**src/rtl/gp_tree_pkg.sv**
```systemverilog
package gp_tree_pkg;

    typedef logic [1:0] gp_t;

    typedef enum logic {
        MODE_COMBINE  = 1'b0,
        MODE_IDENTITY = 1'b1
    } node_mode_e;

    // Bit 1 is generate, bit 0 is propagate; hi is the more significant group
    function automatic gp_t gp_merge(input gp_t hi, input gp_t lo);
        gp_t r;
        r[1] = hi[1] | (hi[0] & lo[1]);
        r[0] = hi[0] & lo[0];
        return r;
    endfunction

endpackage

```
**src/rtl/gp_tree_node.sv**
```systemverilog
module gp_tree_node
    import gp_tree_pkg::*;
(
    input  gp_t        hi_i,
    input  gp_t        lo_i,
    input  logic       mode_i,
    input  logic       ovr_i,
    input  gp_t        ovr_val_i,
    output gp_t        val_o
);

    node_mode_e mode_sel;
    gp_t        func_val;

    assign mode_sel = node_mode_e'(mode_i);

    always_comb begin
        unique case (mode_sel)
            MODE_COMBINE:  func_val = gp_merge(hi_i, lo_i);
            MODE_IDENTITY: func_val = hi_i ^ lo_i;
            default:       func_val = '0;
        endcase
    end

    assign val_o = ovr_i ? ovr_val_i : func_val;

endmodule

```
**src/rtl/gp_tree_core.sv**
```systemverilog
module gp_tree_core
    import gp_tree_pkg::*;
#(
    parameter int LEVELS = 3,
    parameter int LVL_W  = (LEVELS > 1) ? $clog2(LEVELS) : 1,
    parameter int IDX_W  = (LEVELS > 1) ? LEVELS - 1 : 1
) (
    input  logic [2*(1<<LEVELS)-1:0] leaves_i,
    input  logic [LEVELS-1:0]        mode_i,
    input  logic                     ovr_en_i,
    input  logic [LVL_W-1:0]         ovr_lvl_i,
    input  logic [IDX_W-1:0]         ovr_idx_i,
    input  gp_t                      ovr_val_i,
    output gp_t                      root_o
);

    localparam int LEAVES = 1 << LEVELS;

    // Heap numbering: root is 1, children of h are 2h (low) and 2h+1 (high)
    gp_t hv [1:2*LEAVES-1];

    for (genvar j = 0; j < LEAVES; j++) begin : g_leaf
        assign hv[LEAVES+j] = leaves_i[2*j +: 2];
    end

    for (genvar l = 0; l < LEVELS; l++) begin : g_lvl
        for (genvar i = 0; i < (1 << l); i++) begin : g_node
            localparam int H = (1 << l) + i;
            logic hit;
            assign hit = ovr_en_i
                       && (ovr_lvl_i == LVL_W'(l))
                       && (ovr_idx_i == IDX_W'(i));
            gp_tree_node u_node (
                .hi_i      (hv[2*H+1]),
                .lo_i      (hv[2*H]),
                .mode_i    (mode_i[l]),
                .ovr_i     (hit),
                .ovr_val_i (ovr_val_i),
                .val_o     (hv[H])
            );
        end
    end

    assign root_o = hv[1];

endmodule

```
**src/rtl/gp_tree_out.sv**
```systemverilog
module gp_tree_out
    import gp_tree_pkg::*;
(
    input  logic clk,
    input  logic rst_n,
    input  gp_t  root_d,
    input  logic root_ident,
    output gp_t  root_o,
    output logic mismatch_o
);

    logic mismatch_d;

    assign mismatch_d = root_ident && (root_d != 2'b00);

    always_ff @(posedge clk or negedge rst_n) begin
        if (!rst_n) begin
            root_o     <= '0;
            mismatch_o <= 1'b0;
        end else begin
            root_o     <= root_d;
            mismatch_o <= mismatch_d;
        end
    end

endmodule

```
**src/rtl/gp_level_tree.sv**
```systemverilog
module gp_level_tree
    import gp_tree_pkg::*;
#(
    parameter int LEVELS = 3,
    parameter int LVL_W  = (LEVELS > 1) ? $clog2(LEVELS) : 1,
    parameter int IDX_W  = (LEVELS > 1) ? LEVELS - 1 : 1
) (
    input  logic                     clk,
    input  logic                     rst_n,
    input  logic [2*(1<<LEVELS)-1:0] leaves_i,
    input  logic [LEVELS-1:0]        mode_i,
    input  logic                     ovr_en_i,
    input  logic [LVL_W-1:0]         ovr_lvl_i,
    input  logic [IDX_W-1:0]         ovr_idx_i,
    input  logic [1:0]               ovr_val_i,
    output logic [1:0]               root_o,
    output logic                     mismatch_o
);

    gp_t root_comb;

    gp_tree_core #(
        .LEVELS (LEVELS),
        .LVL_W  (LVL_W),
        .IDX_W  (IDX_W)
    ) u_core (
        .leaves_i  (leaves_i),
        .mode_i    (mode_i),
        .ovr_en_i  (ovr_en_i),
        .ovr_lvl_i (ovr_lvl_i),
        .ovr_idx_i (ovr_idx_i),
        .ovr_val_i (ovr_val_i),
        .root_o    (root_comb)
    );

    gp_tree_out u_out (
        .clk        (clk),
        .rst_n      (rst_n),
        .root_d     (root_comb),
        .root_ident (mode_i[0]),
        .root_o     (root_o),
        .mismatch_o (mismatch_o)
    );

endmodule

```
**config.mk**
```make
export PLATFORM = sky130hd
export DESIGN_NAME = gp_level_tree
export DESIGN_NICKNAME = d
export VERILOG_FILES = /design/src/rtl/gp_tree_pkg.sv /design/src/rtl/gp_tree_node.sv /design/src/rtl/gp_tree_core.sv /design/src/rtl/gp_tree_out.sv /design/src/rtl/gp_level_tree.sv
export SDC_FILE = /design/constraint.sdc
export NUM_CORES = 1
export LEC_CHECK = 0
export CAP_MARGIN = 20
export CORE_AREA = 2 2 39 41
export DETAILED_ROUTE_END_ITERATION = 8
export DIE_AREA = 0 0 41 43
export DONT_BUFFER_PORTS = 1
export GPL_TIMING_DRIVEN = 0
export PLACE_DENSITY = 0.69
export SLEW_MARGIN = 20
export SYNTH_ARGS = -nofsm -noshare
export SYNTH_HDL_FRONTEND = slang
export SYNTH_HIERARCHICAL = 1
export SYNTH_SLANG_ARGS = --single-unit
```
**constraint.sdc**
```tcl
create_clock -name clk -period 0.8 [get_ports clk]
set_input_delay 0.12 -clock clk [delete_from_list [all_inputs] [get_ports clk]]
set_output_delay 0.12 -clock clk [all_outputs]
set_load 0.02 [all_outputs]
```
**Word level (Yosys, flattened, before mapping)**

Cells that the tools add are included.

- Bitwise operators: 31
- Equal/unequal tests: 5
- Reduce and logical (&&, ||, !) cells: 14
- Mux-type cells: 14

Operator list:

| cell | number |
|---|---|
| $pmux W2 S2 | 7 |
| $and A1 B1 Y1 | 14 |
| $mux W2 | 7 |
| $xor A2 B2 Y2 | 7 |
| $logic_and A1 B1 Y1 | 11 |
| $or A1 B1 Y1 | 7 |
| $eq A2 B2 Y1 const B | 3 |
| $eq A2 B1 Y1 const B | 2 |
| $logic_not A2 Y1 | 2 |
| $not A1 Y1 | 3 |
| $reduce_bool A2 Y1 | 1 |

- Flip-flop bits (word level): 3
- Word-level logic and storage cells: 66
- Input bits: 28

**Longest topological paths before layout**

- Depth after elaboration: 14
- Gate-level depth with buffers: 11

**Hierarchy**

Netlist, hierarchy kept.

By module, submodules not included:

| module | area an instance (um^2) | times used | cells an instance |
|---|---|---|---|
| gp_tree_node | 57.6 | 7 | 9 |
| gp_tree_out | 82.6 | 1 | 4 |
| gp_tree_core | 71.3 | 1 | 13 |

**Worst setup path after synthesis**

OpenSTA, ideal clock, no wires.

- Path type: input port to flip-flop
- Start: input port ovr_lvl_i[0]
- End: register u_out.mismatch_o
- Setup time: 0.119 ns
- Setup slack: -1.261 ns
- Arrival: 1.943 ns
- Required time: 0.681 ns
- Stages: 10
- Path buffers: 0
- Cell sequence: nand2b_1 -> nor3_1 -> o21ai_0 -> ha_1 -> mux2i_1 -> o21ai_0 -> ha_1 -> mux2i_1 -> o21ai_0 -> o21a_1

RTL lines:

| what | RTL line | source |
|---|---|---|
| from (decl) | gp_level_tree.sv:13 | `input logic [LVL_W-1:0] ovr_lvl_i,` |
| to (signal assigned) | gp_tree_out.sv:22 | `mismatch_o <= mismatch_d;` |
| to (decl) | gp_tree_out.sv:9 | `output logic mismatch_o` |

==> flow_metrics.py <==
metrics = {
    "synth": {
        "syn_nets": 115,
        "synth_cell_types": 15,
        "yosysWarnings": 6,
        "syn_area_per_cell_sq_um": 6.96,
        "netlist_instances": 80,
        "synth_area_sq_um": 557,
        "ys_ff_latch": 3,
        "synth_seq_area_share_pct": 13.5,
    },
    "sta": {
        "grt_setup_unrepaired": "yes",
        "setup_viol": 3,
        "slew_headroom_pct": 81.1,
        "tightest_slew_ps": 282,
        "hold_violations": 0,
        "period_minus_slack_ps": 1840,
        "fin_ws_ps": -1040,
        "slew_violations": 0,
        "fmax_mhz": 542,
        "post-route-period-util_pct": 231,
    },
    "layout": {
        "layout-drive-gt1-share_pct": 18.2,
        "diodes": 0,
        "layout_common_cells": "o21ai_1, nand2_1, o21a_1",
        "stdcell_count": 104,
        "area_growth_syn_to_layout_pct": 22.9,
        "layout_commonest_cell": "o21ai_1",
        "final_util_pct": 49.5,
        "layout.nets": 124,
    },
    "floorplanning": {
        "core-area_sq_um": 1380,
        "ios": 31,
        "die-height_um": 43,
        "dieArea_sq_um": 1760,
        "die_x_um": 41,
        "placementRows": 14,
        "initial_core_util_pct": 40.2,
    },
    "place": {
        "pre_cts_slack_ps": -1300,
        "numPortBuffers": 0,
        "gp_congestion": 0.700,
        "dp_cells": 96,
        "dpl.hpwl_um": 991,
    },
    "global_routing": {
        "grt_use_met2_pct": 21.3,
        "grt_max_degree": 13,
        "grt_pass1_vias": 490,
        "antenna_found_initial": 0,
        "grtUsageMet1_pct": 18.7,
        "grt.overflow.total": 0,
        "grt_use_total_pct": 14.2,
        "busiest_layer": "met2",
        "grt_pass1_wl_um": 1740,
        "grt_use_met3_pct": 0,
    },
    "clocking": {
        "htreeDepth": 1,
        "cts_made_buffers": 3,
        "cts_root_buffer": "clkbuf_4",
        "cts_tree": "built",
        "cts.sinks": 3,
        "cts.reportedPaths.clkPinSlew_ps": 40,
        "clock_path_buffers": 2,
    },
    "critical_path": {
        "start_kind": "primary input",
        "cpMostUsedCell": "o21ai_1",
        "slowest_stage": "or3b_4",
        "crit_buf_inv": 0,
        "critPathMaxFanout": 4,
        "crit_arrival_ps": 1960,
        "endpoint_kind": "flop",
        "crit_chain": "or3b_4, nor2_4, nand2_1, o21ai_1, ha_1, mux2i_1, o21ai_1, ha_1, mux2i_1, o21ai_1, o21a_1",
        "path_class": "primary input to flop",
        "crit_family": "simple AND/OR/NAND/NOR gates",
        "slowest_delay_ps": 390,
        "cp.required_ps": 910,
    },
    "job": {
        "drv_cap": 0,
    },
    "detailed_routing": {
        "wl_per_cell_um": 11.7,
        "ant_nets": 0,
        "totalWireLength_um": 1220,
        "firstDrtPassIters": 4,
        "routed_via_density": 5.32,
        "drc_errors": 0,
        "route.vias.total": 553,
        "drt_first_iter_violations": 7,
    },
    "pwr": {
        "cellLeakagePower_nw": 0.273,
        "vdd.ir_drop.worst_uv": 455,
        "powerDensity_nw_per_um2": 1170,
    },
    "outcome": {
        "violations": "setup timing",
        "status": "finished, violations left",
    },
    "hold_path": {
        "hold_class": "primary input to flop",
    },
}
-- synth_stat cells --
cell type	number	share of area, %
dfrtp_1	3	13
ha_1	7	16
inv_1	1	0.67
mux2i_1	7	13
nand2_1	15	10
nand2b_1	2	2.2
nand3_1	7	6.3
nand3b_1	1	1.3
nor2_1	4	2.7
nor3_1	2	1.8
nor3_2	1	1.8
o21a_1	8	11
o21ai_0	7	6.3
o21ai_1	14	13
or3b_1	1	1.6
-- routing by layer --
layer / share of wire (%) / up-vias
met5: 0 / -
met4: 0 / 0
met3: 6.6 / 0
met2: 48 / 23
met1: 45 / 219
li1: - / 311
-- where the power goes --
part           total (W)  internal [W]  switching [W]
Sequential      0.000242      0.000190      0.0000524
Combinational   0.000302      0.000160       0.000142
Clock           0.000260      0.000187      0.0000735
-- state kept, by name, indices dropped and copies added, names as in the netlist --
name              cells
u_out/root_o          2
u_out/mismatch_o      1
-- cell type report --
cell class / count / area [sq um]
multi-input cells: 76 / 524
flip-flops and latches: 3 / 77.6
inverters: 1 / 3.75
clock buffers: 4 / 26.3
fillers: 131 / 699
well taps: 16 / 20.0
repair buffers: 4 / 32.5
-- cell families (layout without fill, tap and decap cells) --
group | Yosys count | after routing | synth area share, %
AOI/OAI and AO/OA | 29 | 29 | 29.7
adders and majority gates | 7 | 7 | 15.7
buffers and inverters | 1 | 9 | 0.674
DFF | 3 | 3 | 13.5
muxes | 7 | 7 | 12.6
and+or+nand+nor | 33 | 33 | 27.9
-- final timing paths --
path | startpoint | end | cells past startpoint
setup / recovery | ovr_idx_i[1] | u_out/mismatch_o | 11
min in group asynchronous | rst_n | u_out/root_o[1] | 1
hold / removal | mode_i[0] | u_out/mismatch_o | 1
max in group asynchronous | rst_n | u_out/root_o[0] | 1
-- timing repair --
item                                    4_1_cts  5_1_grt
hold endpoints to repair                      3        0
endpoints found under the setup margin        3        6
pin swaps                                     6        1
hold buffers                                  1        0
setup buffers                                 2        1
gates resized for setup                       1        4
-- stage by stage --
stage	hold slack, ps	setup TNS, ps	total power, W	area, sq um
2_1_floorplan	-176	-2920	0.000465	591
6_report	20.0	-2710	0.000804	684
5_1_grt	15.3	-3070	0.000875	684
3_3_place_gp	-176	-3270	0.000495	611
4_1_cts	10.7	-2690	0.000814	666
3_5_place_dp	-176	-3370	0.000507	611
(Power assumes the default switching activity.)
